File: config.mk
export PLATFORM = sky130hd
export DESIGN_NAME = bridge_window_decoder
export DESIGN_NICKNAME = d
export VERILOG_FILES = /design/src/rtl/bridge_window_decoder.sv
export SDC_FILE = /design/constraint.sdc
export NUM_CORES = 1
export LEC_CHECK = 0
export BUFFER_PORTS_ARGS = -buffer_cell sky130_fd_sc_hd__buf_2
export CAP_MARGIN = 5
export CORE_MARGIN = 3
export CORE_UTILIZATION = 51
export CTS_CLUSTER_DIAMETER = 50
export DETAILED_ROUTE_END_ITERATION = 7
export PLACE_DENSITY = 0.85
export SLEW_MARGIN = 5
export SYNTH_ARGS = -nofsm -noshare
export SYNTH_HDL_FRONTEND = slang
export SYNTH_SLANG_ARGS = --single-unit
File: constraint.sdc
create_clock -name clk -period 6.35 [get_ports clk]
set_input_delay 0.635 -clock clk [delete_from_list [all_inputs] [get_ports clk]]
set_output_delay 0.635 -clock clk [all_outputs]
set_load 0.005 [all_outputs]
File: src/rtl/bridge_window_decoder.sv
module bridge_window_decoder #(
  parameter int NWIN   = 2,
  parameter int ADDR_W = 36,
  parameter int REG_AW = 4,
  parameter logic [NWIN*15-1:0] LO_RST  = {15'h0090, 15'h0080},
  parameter logic [NWIN*7-1:0]  HI_RST  = {7'h1f, 7'h0f},
  parameter logic [14:0]        ISD_RST = 15'h00a0
) (
  input  logic                             clk,
  input  logic                             rst_n,
  input  logic                             reg_wr,
  input  logic [REG_AW-1:0]                reg_waddr,
  input  logic [31:0]                      reg_wdata,
  input  logic [ADDR_W-1:0]                cpu_addr,
  output logic [NWIN-1:0]                  win_hit,
  output logic [NWIN-1:0][ADDR_W-1:0]      win_base,
  output logic [NWIN-1:0][ADDR_W-1:0]      win_len,
  output logic [NWIN-1:0][ADDR_W-1:0]      remap_addr,
  output logic                             isd_hit,
  output logic [ADDR_W-1:0]                isd_base,
  output logic [ADDR_W-1:0]                isd_len
);

  localparam int SHIFT = 21;
  localparam int EW    = ADDR_W + 1;
  localparam logic [EW-1:0] RA_LO = EW'(32'h1e00_0000);
  localparam logic [EW-1:0] RA_HI = EW'(32'h1f10_0000);
  localparam logic [EW-1:0] RB_LO = EW'(32'h1fc0_0000);
  localparam logic [EW-1:0] RB_HI = EW'(32'h1fd0_0000);
  localparam logic [EW-1:0] ISD_SIZE = EW'(32'h0000_1000);
  localparam logic [REG_AW-1:0] ISD_OFF = REG_AW'(2 * NWIN);

  function automatic logic [2*EW-1:0] trim(input logic [EW-1:0] b_in, input logic [EW-1:0] l_in);
    logic [EW-1:0] b, e;
    b = b_in;
    e = b_in + l_in;
    if (e >= RA_LO && e < RA_HI) e = RA_LO;
    if (b >= RA_LO && b < RA_HI) b = RA_HI;
    if (e >= RB_LO && e < RB_HI) e = RB_LO;
    if (b >= RB_LO && b < RB_HI) b = RB_HI;
    if (e >= RA_HI && b < RA_LO) e = RA_LO;
    if (e >= RB_HI && b < RB_LO) e = RB_LO;
    return {b, (e > b) ? (e - b) : '0};
  endfunction

  function automatic logic in_span(input logic [ADDR_W-1:0] a, input logic [ADDR_W-1:0] base,
                                   input logic [ADDR_W-1:0] len);
    return (len != '0) && (a >= base) && (EW'(a) < EW'(base) + EW'(len));
  endfunction

  for (genvar k = 0; k < NWIN; k++) begin : g_win
    localparam logic [14:0] LO0 = LO_RST[k*15 +: 15];
    localparam logic [6:0]  HI0 = HI_RST[k*7 +: 7];

    logic [14:0]       lo_q;
    logic [6:0]        hi_q;
    logic [10:0]       rm_q;
    logic [ADDR_W-1:0] base_q, len_q;
    logic [2*EW-1:0]   cur_t, rst_t;
    logic              ok;

    assign ok    = lo_q[6:0] <= hi_q;
    assign cur_t = trim(EW'(lo_q) << SHIFT,
                        EW'(8'({1'b0, hi_q} + 8'd1 - {1'b0, lo_q[6:0]})) << SHIFT);
    assign rst_t = trim(EW'(LO0) << SHIFT,
                        EW'(8'({1'b0, HI0} + 8'd1 - {1'b0, LO0[6:0]})) << SHIFT);

    always_ff @(posedge clk) begin
      if (!rst_n) begin
        lo_q   <= LO0;
        hi_q   <= HI0;
        rm_q   <= LO0[10:0];
        base_q <= rst_t[EW +: ADDR_W];
        len_q  <= rst_t[0 +: ADDR_W];
      end else begin
        if (reg_wr && reg_waddr == REG_AW'(2 * k)) begin
          lo_q <= reg_wdata[14:0];
          rm_q <= reg_wdata[10:0];
        end
        if (reg_wr && reg_waddr == REG_AW'(2 * k + 1))
          hi_q <= reg_wdata[6:0];
        if (ok) begin
          base_q <= cur_t[EW +: ADDR_W];
          len_q  <= cur_t[0 +: ADDR_W];
        end
      end
    end

    assign win_base[k]   = base_q;
    assign win_len[k]    = len_q;
    assign win_hit[k]    = in_span(cpu_addr, base_q, len_q);
    assign remap_addr[k] = (ADDR_W'(rm_q) << SHIFT) | ADDR_W'(cpu_addr[SHIFT-1:0]);
  end

  logic [14:0]       isd_q;
  logic [ADDR_W-1:0] isd_base_q, isd_len_q;
  logic [2*EW-1:0]   isd_t, isd_rst_t;

  assign isd_t     = trim(EW'(isd_q) << SHIFT, ISD_SIZE);
  assign isd_rst_t = trim(EW'(ISD_RST) << SHIFT, ISD_SIZE);

  always_ff @(posedge clk) begin
    if (!rst_n) begin
      isd_q      <= ISD_RST;
      isd_base_q <= isd_rst_t[EW +: ADDR_W];
      isd_len_q  <= isd_rst_t[0 +: ADDR_W];
    end else begin
      if (reg_wr && reg_waddr == ISD_OFF)
        isd_q <= reg_wdata[14:0];
      isd_base_q <= isd_t[EW +: ADDR_W];
      isd_len_q  <= isd_t[0 +: ADDR_W];
    end
  end

  assign isd_base = isd_base_q;
  assign isd_len  = isd_len_q;
  assign isd_hit  = in_span(cpu_addr, isd_base_q, isd_len_q);

endmodule

-- After elaboration in Yosys (flattened, before gate mapping)
Index checks and enable logic that the tools add are counted.
- $lt $le $gt $ge: 47
- $add $sub $neg: 13
- reduce and logical (&&, ||, !) cells: 34
- muxes and demuxes: 21
- eq/ne operators: 4
- bitwise operators: 2
- operator list (cell ; number):
    >= comparator 37 x 29 -> 1 bit, second input constant ; 14
    less-than comparator 37 x 29 -> 1 bit, second input constant ; 14
    two-way mux 37 bit ; 12
    two-way mux 36 bit ; 8
    >= comparator 36 x 29 -> 1 bit, second input constant ; 4
    less-than comparator 36 x 29 -> 1 bit, second input constant ; 4
    adder 36 x 36 -> 37 bit ; 3
    less-than comparator 36 x 37 -> 1 bit ; 3
    >= comparator 36 bit ; 3
    nonzero test 36 bit ; 3
    subtractor 36 bit ; 3
    adder 36 x 29 -> 37 bit ; 2
    > comparator 37 bit ; 2
    OR 32 x 21 -> 32 bit ; 2
    adder 36 x 13 -> 37 bit, second input constant ; 1
    > comparator 37 x 36 -> 1 bit ; 1
    logical AND 1 bit ; 29
    adder 7 x 1 -> 8 bit, second input constant ; 2
    subtractor 8 x 7 -> 8 bit ; 2
    <= comparator 7 bit ; 2
    two-way mux 13 bit ; 1
    equality test 4 x 2 -> 1 bit, second input constant ; 2
    equality test 4 x 1 -> 1 bit, second input constant ; 1
    equality test 4 x 3 -> 1 bit, second input constant ; 1
    2 further kinds ; 2
- logic and storage cells: 135
- flip-flop bits (word level): 297

-- Logic depth before layout (Yosys ltp)
- word-level depth: 17
- depth in mapped cells: 33
- gate-level depth less buffers: 32

-- Worst setup path after synthesis
OpenSTA, ideal clock, no wires.
- kind: register -> register
- start point: register g_win[0].lo_q[2]
- end point: register g_win[0].len_q[34]
- period minus slack after synthesis: 6.254 ns
- data required time: 6.233 ns
- setup slack: 0.096 ns
- stages on the path, launching flop included: 32
- path buffers: 2
- arrival time: 6.136 ns
- cells stage by stage: dfxtp_1 inv_1 ha_1 clkbuf_1 xnor2_1 ha_1 a21oi_1 inv_1 a21o_1 a21oi_1 xnor2_1 ha_1 buf_2 and3_1 a221oi_2 a211oi_1 nand3_1 mux2i_1 nand3b_1 or4_1 nand3_1 nand2_1 ha_1 o21ai_0 a21oi_1 o211ai_1 a21boi_0 o31ai_1 a211oi_1 o21a_1 or3_1 a32o_1
- word-level cells in the longest chain between the ends: 16
- elaborated cells between the ends (all ways): 30
- classes of those cells: 3 x add/sub; 14 x order compare; 7 x mux; 6 x reduce/logical
- RTL lines (element ; line ; text):
    start, declared ; 55 ; logic [14:0] lo_q;
    start signal, assigned ; 77 ; lo_q <= reg_wdata[14:0];
    subtractor 8 x 7 -> 8 bit ; 64 ; EW'(8'({1'b0, hi_q} + 8'd1 - {1'b0, lo_q[6:0]})) << SHIFT);
    adder 36 x 29 -> 37 bit ; 36 ; e = b_in + l_in;
    >= comparator 37 x 29 -> 1 bit or less-than comparator 37 x 29 -> 1 bit (tied branches) ; 37 ; if (e >= RA_LO && e < RA_HI) e = RA_LO;
    logical AND 1 bit ; 37 ;
    two-way mux 37 bit ; 37 ;
    >= comparator 37 x 29 -> 1 bit or less-than comparator 37 x 29 -> 1 bit (tied branches) ; 39 ; if (e >= RB_LO && e < RB_HI) e = RB_LO;
    logical AND 1 bit ; 39 ;
    two-way mux 37 bit ; 39 ;
    >= comparator 37 x 29 -> 1 bit ; 41 ; if (e >= RA_HI && b < RA_LO) e = RA_LO;
    logical AND 1 bit ; 41 ;
    two-way mux 37 bit ; 41 ;
    >= comparator 37 x 29 -> 1 bit ; 42 ; if (e >= RB_HI && b < RB_LO) e = RB_LO;
    logical AND 1 bit ; 42 ;
    two-way mux 37 bit ; 42 ;
    subtractor 36 bit or > comparator 37 x 36 -> 1 bit (tied branches) ; 43 ; return {b, (e > b) ? (e - b) : '0};
    two-way mux 36 bit ; 43 ;
    end signal, assigned ; 74 ; len_q <= rst_t[0 +: ADDR_W];
    end signal, assigned ; 84 ; len_q <= cur_t[0 +: ADDR_W];
    end, declared ; 58 ; logic [ADDR_W-1:0] base_q, len_q;
Several ways; a longest one is shown, not always the timed one.
A chain may end at the register's enable or synchronous reset.

-- Worst setup path after layout
- start point: register g_win[0].hi_q[1]
- end point: register g_win[0].len_q[25]
- word-level cells in the longest chain between the ends: 17
- elaborated cells between the ends (all ways): 21
- classes of those cells: 4 x add/sub; 8 x order compare; 5 x mux; 4 x reduce/logical
- RTL lines (element ; line ; text):
    start, declared ; 56 ; logic [6:0] hi_q;
    start signal, assigned ; 81 ; hi_q <= reg_wdata[6:0];
    adder 7 x 1 -> 8 bit ; 64 ;
    subtractor 8 x 7 -> 8 bit ; 64 ;
    adder 36 x 29 -> 37 bit ; 36 ;
    >= comparator 37 x 29 -> 1 bit or less-than comparator 37 x 29 -> 1 bit (tied branches) ; 37 ;
    logical AND 1 bit ; 37 ;
    two-way mux 37 bit ; 37 ;
    >= comparator 37 x 29 -> 1 bit or less-than comparator 37 x 29 -> 1 bit (tied branches) ; 39 ;
    logical AND 1 bit ; 39 ;
    two-way mux 37 bit ; 39 ;
    >= comparator 37 x 29 -> 1 bit ; 41 ;
    logical AND 1 bit ; 41 ;
    two-way mux 37 bit ; 41 ;
    >= comparator 37 x 29 -> 1 bit ; 42 ;
    logical AND 1 bit ; 42 ;
    two-way mux 37 bit ; 42 ;
    subtractor 36 bit or > comparator 37 x 36 -> 1 bit (tied branches) ; 43 ;
    two-way mux 36 bit ; 43 ;
Several ways; a longest one is shown, not always the timed one.

==> impl_metrics.py <==
metrics = {
    "layout": {
        "fill_cells": 2632,
        "register_area_um2": 3120,
        "design.final.nets": 2523,
        "multiInputGateArea_um2": 11200,
        "area.growth.synth_to_final_pct": 10.7,
        "layout-drive-gt1-share_pct": 17.7,
        "final_area_um2": 17500,
        "most_frequent_cells_in_the_layout": "ha_1 (243), buf_2 (221), nand2_1 (187), nor2_1 (176), a21oi_1 (160)",
        "mostFrequentLayoutCell": "ha_1",
    },
    "grt": {
        "number_of_antenna_violations_at_the_first_check_in_global_routing": 8,
        "grt_overflow_total": 0,
        "grt_first_pass_wirelength_mm": 72.4,
        "grt_max_degree": 59,
        "grt_pass1_vias": 14117,
        "global_route.usage.total_pct": 26.7,
    },
    "clocking": {
        "cts.root.buffer_cell": "clkbuf_16",
        "cts-htree-levels": 4,
        "source_to_sink_clock_delay_at_the_later_pin_of_the_worst_skew_pair_ns": 0.45,
        "cts_tree": "built",
        "cts_buffer_depth": 2,
        "path_clk_slew_ns": 0.08,
        "post_cts_hold_buffer_count": 0,
        "numClockSinks": 156,
        "cts_inserted_buffers": 17,
    },
    "worst_setup_path": {
        "reg2reg_depth": 31,
        "path_max_fanout": 5,
        "path_class": "reg2reg",
        "reg2reg_setup_slack_ns": 0.19,
        "arrival_time_worst_endpoint_ns": 6.49,
        "required_ns": 6.69,
        "timing.critical_path.from_type": "register",
        "max_stage_delay_ns": 0.52,
        "rr_endpoint": "g_win[0].len_q[25]",
        "crit_top_cell": "ha_1",
        "critical_path.endpoint_type": "register",
        "setup.worst_path.start": "g_win[0].hi_q[1]",
        "slowest_cp_cell": "or4_4",
        "crit_end": "g_win[0].len_q[25]",
        "rr_startpoint": "g_win[0].hi_q[1]",
    },
    "synth": {
        "netlist-cell-type-count": 88,
        "netlist_area_um2": 15800,
        "post_synthesis_cells": 2024,
        "synth_async_sr_flop_share_pct": 0,
        "postSynth.topFlopCell": "dfxtp_1",
        "synth_seq_area_share_pct": 19.8,
        "synth_seq_cells": 156,
        "yosysWarningCount": 0,
        "synthesized_area_per_cell_um2": 7.79,
        "synth_enable_flop_cells": 0,
    },
    "routing": {
        "dr.pass1.iters": 5,
        "wl_mm": 47.4,
        "route.vias.total": 14897,
        "route.detailed.vias_per_inst": 5.74,
        "post_drt_wl_per_cell_um": 18.2,
        "drtAntennaViolNets": 0,
        "drt_iter0_markers": 1004,
        "detail_route.drc_violations": 0,
    },
    "run": {
        "drv.max_cap_violation_count": 0,
    },
    "sta": {
        "fin_worst_skew_ns": 0.0219,
        "timing_worst_slew_pin_value_ns": 1.14,
        "tmin_final_ns": 6.16,
        "maxSlewViolCount": 0,
        "whs_ns": 0.453,
        "setup-violations-final": 0,
        "maxClockFrequency_mhz": 162,
        "slew-limit-headroom_pct": 23.9,
        "hold_viol": 0,
        "totalNegativeSetupSlack_ns": 0,
        "final_min_period_over_clock_period_pct": 97.0,
    },
    "floorplanning": {
        "die_area_um2": 33100,
        "placementRows": 63,
        "floorplan.die.width_um": 182,
        "boundaryPins": 366,
        "floorplan.initialDensity_pct": 52.5,
        "design.core.area_um2": 30000,
        "die-height_um": 182,
    },
    "status": {
        "run_status": "complete, no violations",
    },
    "pwr": {
        "total_leakage_power_uw": 0.00838,
        "power_density_nw_per_um2": 208,
        "ir_worst_vdd_mv": 0.188,
    },
    "placed_design": {
        "gp_congestion": 0.925,
        "post-dp-hpwl_mm": 37.2,
        "placed_cell_area_um2": 16500,
        "buffer_ports.inserted": 221,
    },
    "worst_hold_path": {
        "min_path_type": "in2reg",
    },
}
layout make-up:
type | instances | area share (%)
repair buffers | 269 | 8.42
clock inverters | 15 | 1.08
flip-flops and latches | 156 | 17.9
clock buffers | 17 | 2.44
multi-input cells | 1594 | 64.0
inverters | 154 | 3.31
well taps | 390 | 2.79
diodes | 2 | 0.0287
sequential cells by signal, indices dropped and copies added, names as in the netlist:
register,cells
g_win.base_q,32
isd_base,16
g_win.len_q,32
isd_len,17
isd_q,15
g_win.hi_q,14
g_win.lo_q,30
synth_stat cells, drive strengths merged, types with 20 or more instances:
library cell | count | area, um2
a211oi | 20 | 160
a21o | 42 | 317
a21oi | 175 | 880
buf | 199 | 1480
clkbuf | 47 | 176
dfxtp | 156 | 3120
ha | 249 | 3120
inv | 153 | 574
nand2 | 189 | 709
nand2b | 24 | 150
nand3 | 45 | 235
nor2 | 179 | 672
nor3 | 33 | 175
nor4 | 22 | 138
o21a | 28 | 210
o21ai | 79 | 403
o21bai | 20 | 150
xnor2 | 80 | 701
xor2 | 42 | 368
per-stage QoR:
step,power [uW],worst slack [ns],utilization (%),cells
after detailed placement,2460,-0.0490,54.8,2549
final,3630,0.191,58.1,2597
after global routing,3840,-0.141,58.1,2597
after floorplan,2140,0.0964,-,2150
after global placement,2400,0.146,54.8,2549
after CTS,3510,0.00684,56.9,2581
where the power goes:
| part | internal, uW | switching, uW |
|---|---|---|
| sequential | 1040 | 91.4 |
| combinational | 650 | 801 |
| clock | 537 | 513 |
worst max-delay path: cells and delay by family, from the launching register on:
| kind | cells | cell delay (ns) |
|---|---|---|
| compound gates | 14 | 2.55 |
| fa+ha+maj | 5 | 1.38 |
| simple gates | 6 | 1.16 |
| flops | 1 | 0.34 |
| buf+inv | 4 | 0.31 |
| mux | 1 | 0.20 |
| xor+xnor | 1 | 0.10 |
how the worst min path moves through the flow:
| stage | start | to | slack, ns | cells after the start |
|---|---|---|---|---|
| global placement | g_win[0].hi_q[1] | g_win[0].hi_q[1] | 0.46 | 2 |
| floorplan | g_win[0].hi_q[1] | g_win[0].hi_q[1] | 0.44 | 2 |
| global route | reg_wdata[8] | g_win[0].lo_q[8] | 0.45 | 3 |
| detailed placement | g_win[0].hi_q[1] | g_win[0].hi_q[1] | 0.47 | 2 |
| CTS | reg_wdata[11] | g_win[0].lo_q[11] | 0.44 | 3 |
| finish | reg_wdata[11] | g_win[0].lo_q[11] | 0.45 | 3 |
cell families after synthesis:
| kind of cell | Yosys count | synth area share (%) |
|---|---|---|
| simple gates | 586 | 17.4 |
| compound gates | 485 | 20.0 |
| buf+inv | 400 | 14.2 |
| fa+ha+maj | 256 | 20.6 |
| flops | 156 | 19.8 |
| xor+xnor | 122 | 6.77 |
| mux | 18 | 1.15 |
| other cells | 1 | 0.0238 |
layer usage:
metal	track usage, %	vias up	routed length, um
li1	-	7082	-
met1	32.8	6894	19000
met2	45.1	759	22100
met3	5.15	150	3930
met4	12.4	12	2320
met5	0	-	56
timing repair:
action,4_1_cts,5_1_grt
endpoints found under the setup margin,14,32
resized for setup,4,65
pin swaps,1,25
gates cloned,0,1
buffers inserted,0,13
Power figures use the tool's default switching activity.
